$ cat config.mk
export PLATFORM = sky130hd
export DESIGN_NAME = bcd_selfheal_counter
export DESIGN_NICKNAME = d
export VERILOG_FILES = /design/src/rtl/bcd_pkg.sv /design/src/rtl/bcd_next_logic.sv /design/src/rtl/bcd_digit_reg.sv /design/src/rtl/bcd_tc_detect.sv /design/src/rtl/bcd_selfheal_counter.sv
export SDC_FILE = /design/constraint.sdc
export NUM_CORES = 1
export LEC_CHECK = 0
export BUFFER_PORTS_ARGS = -buffer_cell sky130_fd_sc_hd__buf_2
export CORE_AREA = 5 5 42 44
export CTS_BUF_LIST = sky130_fd_sc_hd__clkbuf_4
export DETAILED_ROUTE_END_ITERATION = 8
export DIE_AREA = 0 0 47 49
export GPL_TIMING_DRIVEN = 0
export PLACE_DENSITY = 0.38
export REMOVE_ABC_BUFFERS = 1
export SYNTH_ARGS = -nofsm -noshare
export SYNTH_HDL_FRONTEND = slang
export SYNTH_SLANG_ARGS = --single-unit
export TNS_END_PERCENT = 20
$ cat constraint.sdc
create_clock -name clk -period 2.17 [get_ports clk]
set_input_delay 0.217 -clock clk [delete_from_list [all_inputs] [get_ports clk]]
set_output_delay 0.217 -clock clk [all_outputs]
set_load 0.02 [all_outputs]
$ cat src/rtl/bcd_pkg.sv
package bcd_pkg;
  localparam int DIGIT_W = 4;
  localparam int LAST_DIGIT = 9;
  typedef logic [DIGIT_W-1:0] digit_t;
endpackage

$ cat src/rtl/bcd_next_logic.sv
module bcd_next_logic
  import bcd_pkg::*;
(
  input  digit_t cur,
  output digit_t nxt
);
  // Minimised equations; unused codes fall back into the sequence.
  always_comb begin
    nxt[3] = (cur[3] & ~cur[0]) | (cur[0] & cur[1] & cur[2]);
    nxt[2] = cur[2] ^ (cur[0] & cur[1]);
    nxt[1] = (cur[1] & ~cur[0]) | (~cur[3] & ~cur[1] & cur[0]);
    nxt[0] = ~cur[0];
  end
endmodule

$ cat src/rtl/bcd_digit_reg.sv
module bcd_digit_reg
  import bcd_pkg::*;
#(
  parameter digit_t RESET_CODE = '0
) (
  input  logic   clk,
  input  logic   rst,
  input  logic   en,
  input  logic   ld,
  input  digit_t ld_val,
  input  digit_t step_val,
  output digit_t q
);
  always_ff @(posedge clk) begin
    if (rst)     q <= RESET_CODE;
    else if (ld) q <= ld_val;
    else if (en) q <= step_val;
  end

  a_r1_reset_wins: assert property (@(posedge clk) rst |=> q == RESET_CODE);
  a_r5_load: assert property (@(posedge clk) disable iff (rst)
    ld |=> q == $past(ld_val));
  a_r4_hold: assert property (@(posedge clk) disable iff (rst)
    (!ld && !en) |=> $stable(q));
endmodule

$ cat src/rtl/bcd_tc_detect.sv
module bcd_tc_detect
  import bcd_pkg::*;
(
  input  digit_t q,
  input  logic   en,
  output logic   tc
);
  localparam digit_t TC_CODE = digit_t'(LAST_DIGIT);
  assign tc = en && (q == TC_CODE);
endmodule

$ cat src/rtl/bcd_selfheal_counter.sv
module bcd_selfheal_counter
  import bcd_pkg::*;
#(
  parameter digit_t RESET_CODE = '0
) (
  input  logic                 clk,
  input  logic                 rst,
  input  logic                 en,
  input  logic                 ld,
  input  logic [DIGIT_W-1:0]   ld_val,
  output logic [DIGIT_W-1:0]   q,
  output logic                 tc
);
  localparam digit_t MAX_CODE = digit_t'(LAST_DIGIT);

  digit_t step_val;
  digit_t q_int;

  bcd_next_logic u_next (.cur(q_int), .nxt(step_val));

  bcd_digit_reg #(.RESET_CODE(RESET_CODE)) u_reg (
    .clk(clk), .rst(rst), .en(en), .ld(ld),
    .ld_val(ld_val), .step_val(step_val), .q(q_int)
  );

  bcd_tc_detect u_tc (.q(q_int), .en(en), .tc(tc));

  assign q = q_int;

  a_r2_increment: assert property (@(posedge clk) disable iff (rst)
    (en && !ld && q_int < MAX_CODE) |=> q_int == $past(q_int) + 4'd1);
  a_r3_wrap: assert property (@(posedge clk) disable iff (rst)
    (en && !ld && q_int == MAX_CODE) |=> q_int == '0);
  a_r6_carry_wraps: assert property (@(posedge clk) disable iff (rst)
    (tc && !ld) |=> q_int == '0);
  a_r8_odd_recover: assert property (@(posedge clk) disable iff (rst)
    (en && !ld && q_int > MAX_CODE && q_int[0]) |=> q_int <= MAX_CODE);
  a_r8_even_to_odd: assert property (@(posedge clk) disable iff (rst)
    (en && !ld && q_int > MAX_CODE && !q_int[0]) |=> q_int[0]);
endmodule

==> metrics.txt, run 1 <==
outcome=finished, final reports clean; Post-Place Cells=slightly above 50; vias in the first global route=between 200 and 300; detailed-route DRC error count=0; Layout Skew=approximately 3.8 ps; Die Y=roughly 49 microns; Least-Margin Pin Slew=roughly 260 ps; combinational power share=19.5%; number of DRC markers in iteration 0=1; Leak=0.161 nW; Sink Count=4; H-Tree Depth=1; placer's final routability congestion estimate=about 0.73; vias per inst=roughly 4.6; number of buffers created by CTS=3; Clock power frac=between 40% and 50%; Power, Total=approximately 0.00022 W; top cells by area, synth=dfxtp_1, a21bo_1, nor2b_1; 1st-pass router iterations=2; PortBufs=12; Synth Register Bits=4; area post-placement=312 sq um; crit path cell chain=nand4b_1, nor2_1, buf_2; Period minus WS final=between 1000 and 1500 ps; Layout Cell Area excl Fill=around 330 sq um; row cnt=14; Net Sw Frac=between 20% and 30%; P&R area growth vs syn=37.6%; maximum number of pins on one net before global-route repair=8; Syn Area/Cell=roughly 10 sq um; Total Nets Final=slightly below 50; Flop pwr share=slightly below 40%; first-pass GRT wire length=between 1000 and 1500 microns; fin cells=54; Synth area leader=dfxtp_1; Vias=248; period utilisation layout=a little over 60%; Synth Instances=24; Netlist cell types=16; hold_buf cts=0; max_slew headroom=just over 80%; fraction of layout cells with a size suffix above 1=between 40% and 50%; Max stage delay cell, worst path=dfxtp_1; Max Cap Viol=0; ANT cells=0; GRT Total Usage=under 10%; Fin Setup TNS=0 ps; Routed wire per std cell=roughly 12 microns; Worst-path clk slew=approximately 40 ps; Hold Crit Class=primary input to register; post-synthesis sequential area ratio=about a third; maximum VDD drop=around 0.00017 V; critical path class=register to output port; RSZ-0062 raised after global routing=no; Worst Path Arrival=1090 ps; Die Wd=between 40 and 50 microns; reg-to-reg slack, setup=roughly 980 ps; clk root buf=clkbuf_4; number of setup buffers added after CTS=0; Hold Violations, Final=0; Psw=0.0000612 W; initial antenna violation count=0; delay-heaviest family, CP=flip-flops; maximum root-to-sink buffer count=2; Power Density=~670 nW/um^2; Worst setup EP type=output port; crit path buf inv count=1; slowest stage delay, CP=~460 ps; hold_ws=198 ps; Max Slew Vio Count=0; Placeable Area=1400 sq um; die footprint=roughly 2300 sq um; post-CTS sizing=0; CTS tree=built; Final Setup Violations=0; CP Launch Type=register; CP Max Fanout=7; clk_lat worst skew=240 ps; Post-DRT Antenna Nets=0; Post-Route WL=633 microns; Initial Util=between 10% and 20%; Int Pwr=0.000163 W; highest clock rate=between 700 and 800 MHz; gr ovfl total=0; Ys Warns=0; post-synth top area share=between 30% and 40%; worst endpoint required time=roughly 2000 ps; Post-Syn Area=roughly 240 sq um; # IOs=13
-- power by group through the flow --
stage               Combinational, W   Clock, W  Sequential, W
detailed placement         0.0000445          0      0.0000886
global placement           0.0000439          0      0.0000883
global route               0.0000483  0.0000973      0.0000888
CTS                        0.0000445  0.0000962      0.0000874
finish                     0.0000437  0.0000930      0.0000874
floorplan                  0.0000187          0      0.0000939
-- per-layer routing --
metal | vias to the layer above | wire length (microns) | GRT usage (%)
met4 | 0 | 19 | 5.53
met2 | 14 | 279 | 8.82
li1 | 118 | - | -
met5 | - | 0 | 0
met3 | 3 | 65 | 2.95
met1 | 113 | 269 | 7.22
-- cell usage after synthesis, drive strengths merged --
cell	count
a21bo	2
a311oi	1
nor2b	3
xnor2	1
and2	1
ha	1
a211oi	2
a221oi	1
inv	2
a21oi	1
mux2i	1
nand4b	1
nor2	1
dfxtp	4
buf	1
nand4bb	1
-- area by class of cell --
cell class | instances | area (sq um)
clock buffers | 3 | 22.5
fillers | 168 | 1070
inverters | 2 | 7.51
multi-input cells | 17 | 144
flip-flops and latches | 4 | 80.1
well taps | 16 | 20.0
repair buffers | 12 | 60.1
-- cell families (layout without fill, tap and decap cells) --
kind of cell | count (synthesis) | after routing | share of synthesized area, %
compound gates | 7 | 7 | 26.3
mux | 1 | 1 | 4.12
flops | 4 | 4 | 33.0
fa+ha+maj | 1 | 1 | 5.15
buf+inv | 3 | 17 | 7.73
simple gates | 7 | 7 | 20.1
xor+xnor | 1 | 1 | 3.61
-- cell usage in the layout, fill, tap and decap left out, types with 2 or more instances in the layout --
cell,n
dfxtp_1,4
inv_1,2
nor2b_1,3
a21bo_1,2
clkbuf_4,3
buf_2,12
a211oi_1,2
-- through the flow --
step	utilization (%)	setup WS [ps]
5_1_grt	23.8	813
3_3_place_gp	22.2	995
4_1_cts	23.8	862
3_5_place_dp	22.2	970
6_report	23.8	861
2_1_floorplan	-	959
-- final timing paths --
path                    from         end  cells past startpoint
hold reg to reg   u_reg.q[2]  u_reg.q[2]                      2
setup / recovery  u_reg.q[0]          tc                      3
setup reg to reg  u_reg.q[0]  u_reg.q[2]                      4
hold / removal           rst    register                      2
No activity file was read; power rests on OpenSTA's default activity.
==> run 2, diff against run 1 <==
--- a/config.mk
+++ b/config.mk
@@ -11,7 +11,7 @@
 export DETAILED_ROUTE_END_ITERATION = 8
 export DIE_AREA = 0 0 47 49
 export GPL_TIMING_DRIVEN = 0
-export PLACE_DENSITY = 0.38
+export PLACE_DENSITY = 0.4
 export REMOVE_ABC_BUFFERS = 1
 export SYNTH_ARGS = -nofsm -noshare
 export SYNTH_HDL_FRONTEND = slang
==> constraint.sdc (replaced) <==
create_clock -name clk -period 1.2 [get_ports clk]
set_input_delay 0.12 -clock clk [delete_from_list [all_inputs] [get_ports clk]]
set_output_delay 0.12 -clock clk [all_outputs]
set_load 0.02 [all_outputs]
==> run 2 against run 1 <==
- largest power group unchanged
- routed wire length shrank 4.6%
- critical endpoint is now u_reg.q[2]
- die area stayed put
- clock-buffer cell count stayed put
- highest routed layer unchanged
- cell area rose by 1.9%
- first-iteration DRC count rose to 4.0 times the previous value
==> metrics.txt, run 2 (synthesized netlist as in run 1, its figures left out) <==
worst reg2reg endpoint=u_reg.q[2]; Hold Violations, Final=0; Final Setup Violations=0; Power Density=approximately 1200 nW/um^2; GRT Total Usage=6.40%; die footprint=2300 sq um; vias in the first global route=260; clk root buf=clkbuf_4; initial antenna violation count=0; maximum root-to-sink buffer count=2; H-Tree Depth=1; max_slew headroom=85.9%; PortBufs=12; most frequent cells in the layout=buf_2, nor2b_1, dfxtp_1, clkbuf_4; highest clock rate=around 900 MHz; post-DP HPWL=between 400 and 500 microns; clk_lat worst skew=approximately 230 ps; fill count=between 150 and 200; number of buffers created by CTS=3; Vias=240; CP Launch Type=register; maximum VDD drop=around 0.00033 V; Layout Skew=around 0.40 ps; hold_buf cts=0; vias per inst=4.44; RSZ-0062 raised after global routing=no; sequential cell area=a little over 80 sq um; Max Slew Vio Count=0; R2R cell count=4; Post-Route WL=roughly 600 microns; reg-to-reg slack, setup=between 80 and 90 ps; Die Y=49 microns; number of DRC markers in iteration 0=4; final worst setup slack=about 85 ps; Initial Util=~17%; Power, Total=around 0.00041 W; period utilisation layout=around 93%; P&R area growth vs syn=40.2%; pre-CTS WS=between 20 and 30 ps; Max Cap Viol=0; commonest non-fill, non-tap cell in the layout=buf_2; Worst Setup EP=u_reg.q[2]; fraction of layout cells with a size suffix above 1=a little under half; Worst-path clk slew=~40 ps; number of setup buffers added after CTS=0; area of the multi-input gates=149 sq um; CP Max Fanout=5; CTS tree=built; Worst setup EP type=register; first-pass GRT wire length=a little over 1000 microns; Leak=approximately 0.16 nW; Least-Margin Pin Slew=approximately 210 ps; Period minus WS final=about 1100 ps; gr ovfl total=0; maximum number of pins on one net before global-route repair=8; detailed-route DRC error count=0; row cnt=14; Sink Count=4; # IOs=13; Placeable Area=about 1400 sq um; Die Wd=roughly 47 microns; placer's final routability congestion estimate=0.757; 1st-pass router iterations=2; ANT cells=0; fin util=roughly a quarter; Hold Crit Class=primary input to register; outcome=finished, final reports clean; Post-DRT Antenna Nets=0; Total Nets Final=49; critical path class=register to register; worst endpoint required time=about 1300 ps; Routed wire per std cell=roughly 11 microns; Worst Path Arrival=roughly 1200 ps
[run 2: cell counts in the layout (fill, tap and decap cells not counted)]
Identical to the previous run, type by type.
[run 2: worst min path at each step]
stage	startpoint	depth (start not counted)	to	slack (ps)
2_1_floorplan	rst	1	register	190
3_3_place_gp	rst	2	register	350
3_5_place_dp	rst	2	register	340
4_1_cts	rst	2	register	90
5_1_grt	rst	2	u_reg.q[2]	110
6_report	rst	2	u_reg.q[2]	110
[run 2: metrics by stage]
step                cells  hold slack, ps  setup TNS [ps]  instance area, sq um
finish                 54             106               0                   340
global route           54             115               0                   340
CTS                    54            94.8               0                   335
detailed placement     51             345               0                   312
global placement       51             347               0                   312
floorplan              23             188           -10.9                   231
[run 2: critical path, stage by stage, from the launching register on]
cell and delay, ps:
dfxtp_1 330, and2_1 160, ha_1 260, mux2i_1 160, a211oi_2 80
[run 2: power breakdown]
part	internal (W)	switching (W)
Clock	0.000112	0.0000537
Sequential	0.000145	0.0000132
Combinational	0.0000393	0.0000419
Total	0.000296	0.000109
[run 2: layout make-up]
class	count	area share [%]
flip-flops and latches	4	23.9
repair buffers	12	17.6
clock buffers	3	6.62
multi-input cells	17	43.8
inverters	2	2.21
well taps	16	5.88
[run 2: timing repair]
item	4_1_cts	5_1_grt
setup endpoints to repair	1	1
gates resized for setup	1	1
hold endpoints to repair	0	0
pin swaps	0	0
[run 2: metal layers]
metal  track usage (%)  wire, microns  up-vias
met5                 0              0        -
met4              5.53             15        0
met3              3.32             79        2
met2              7.01            218       13
met1              8.53            290      107
li1                  -              -      118
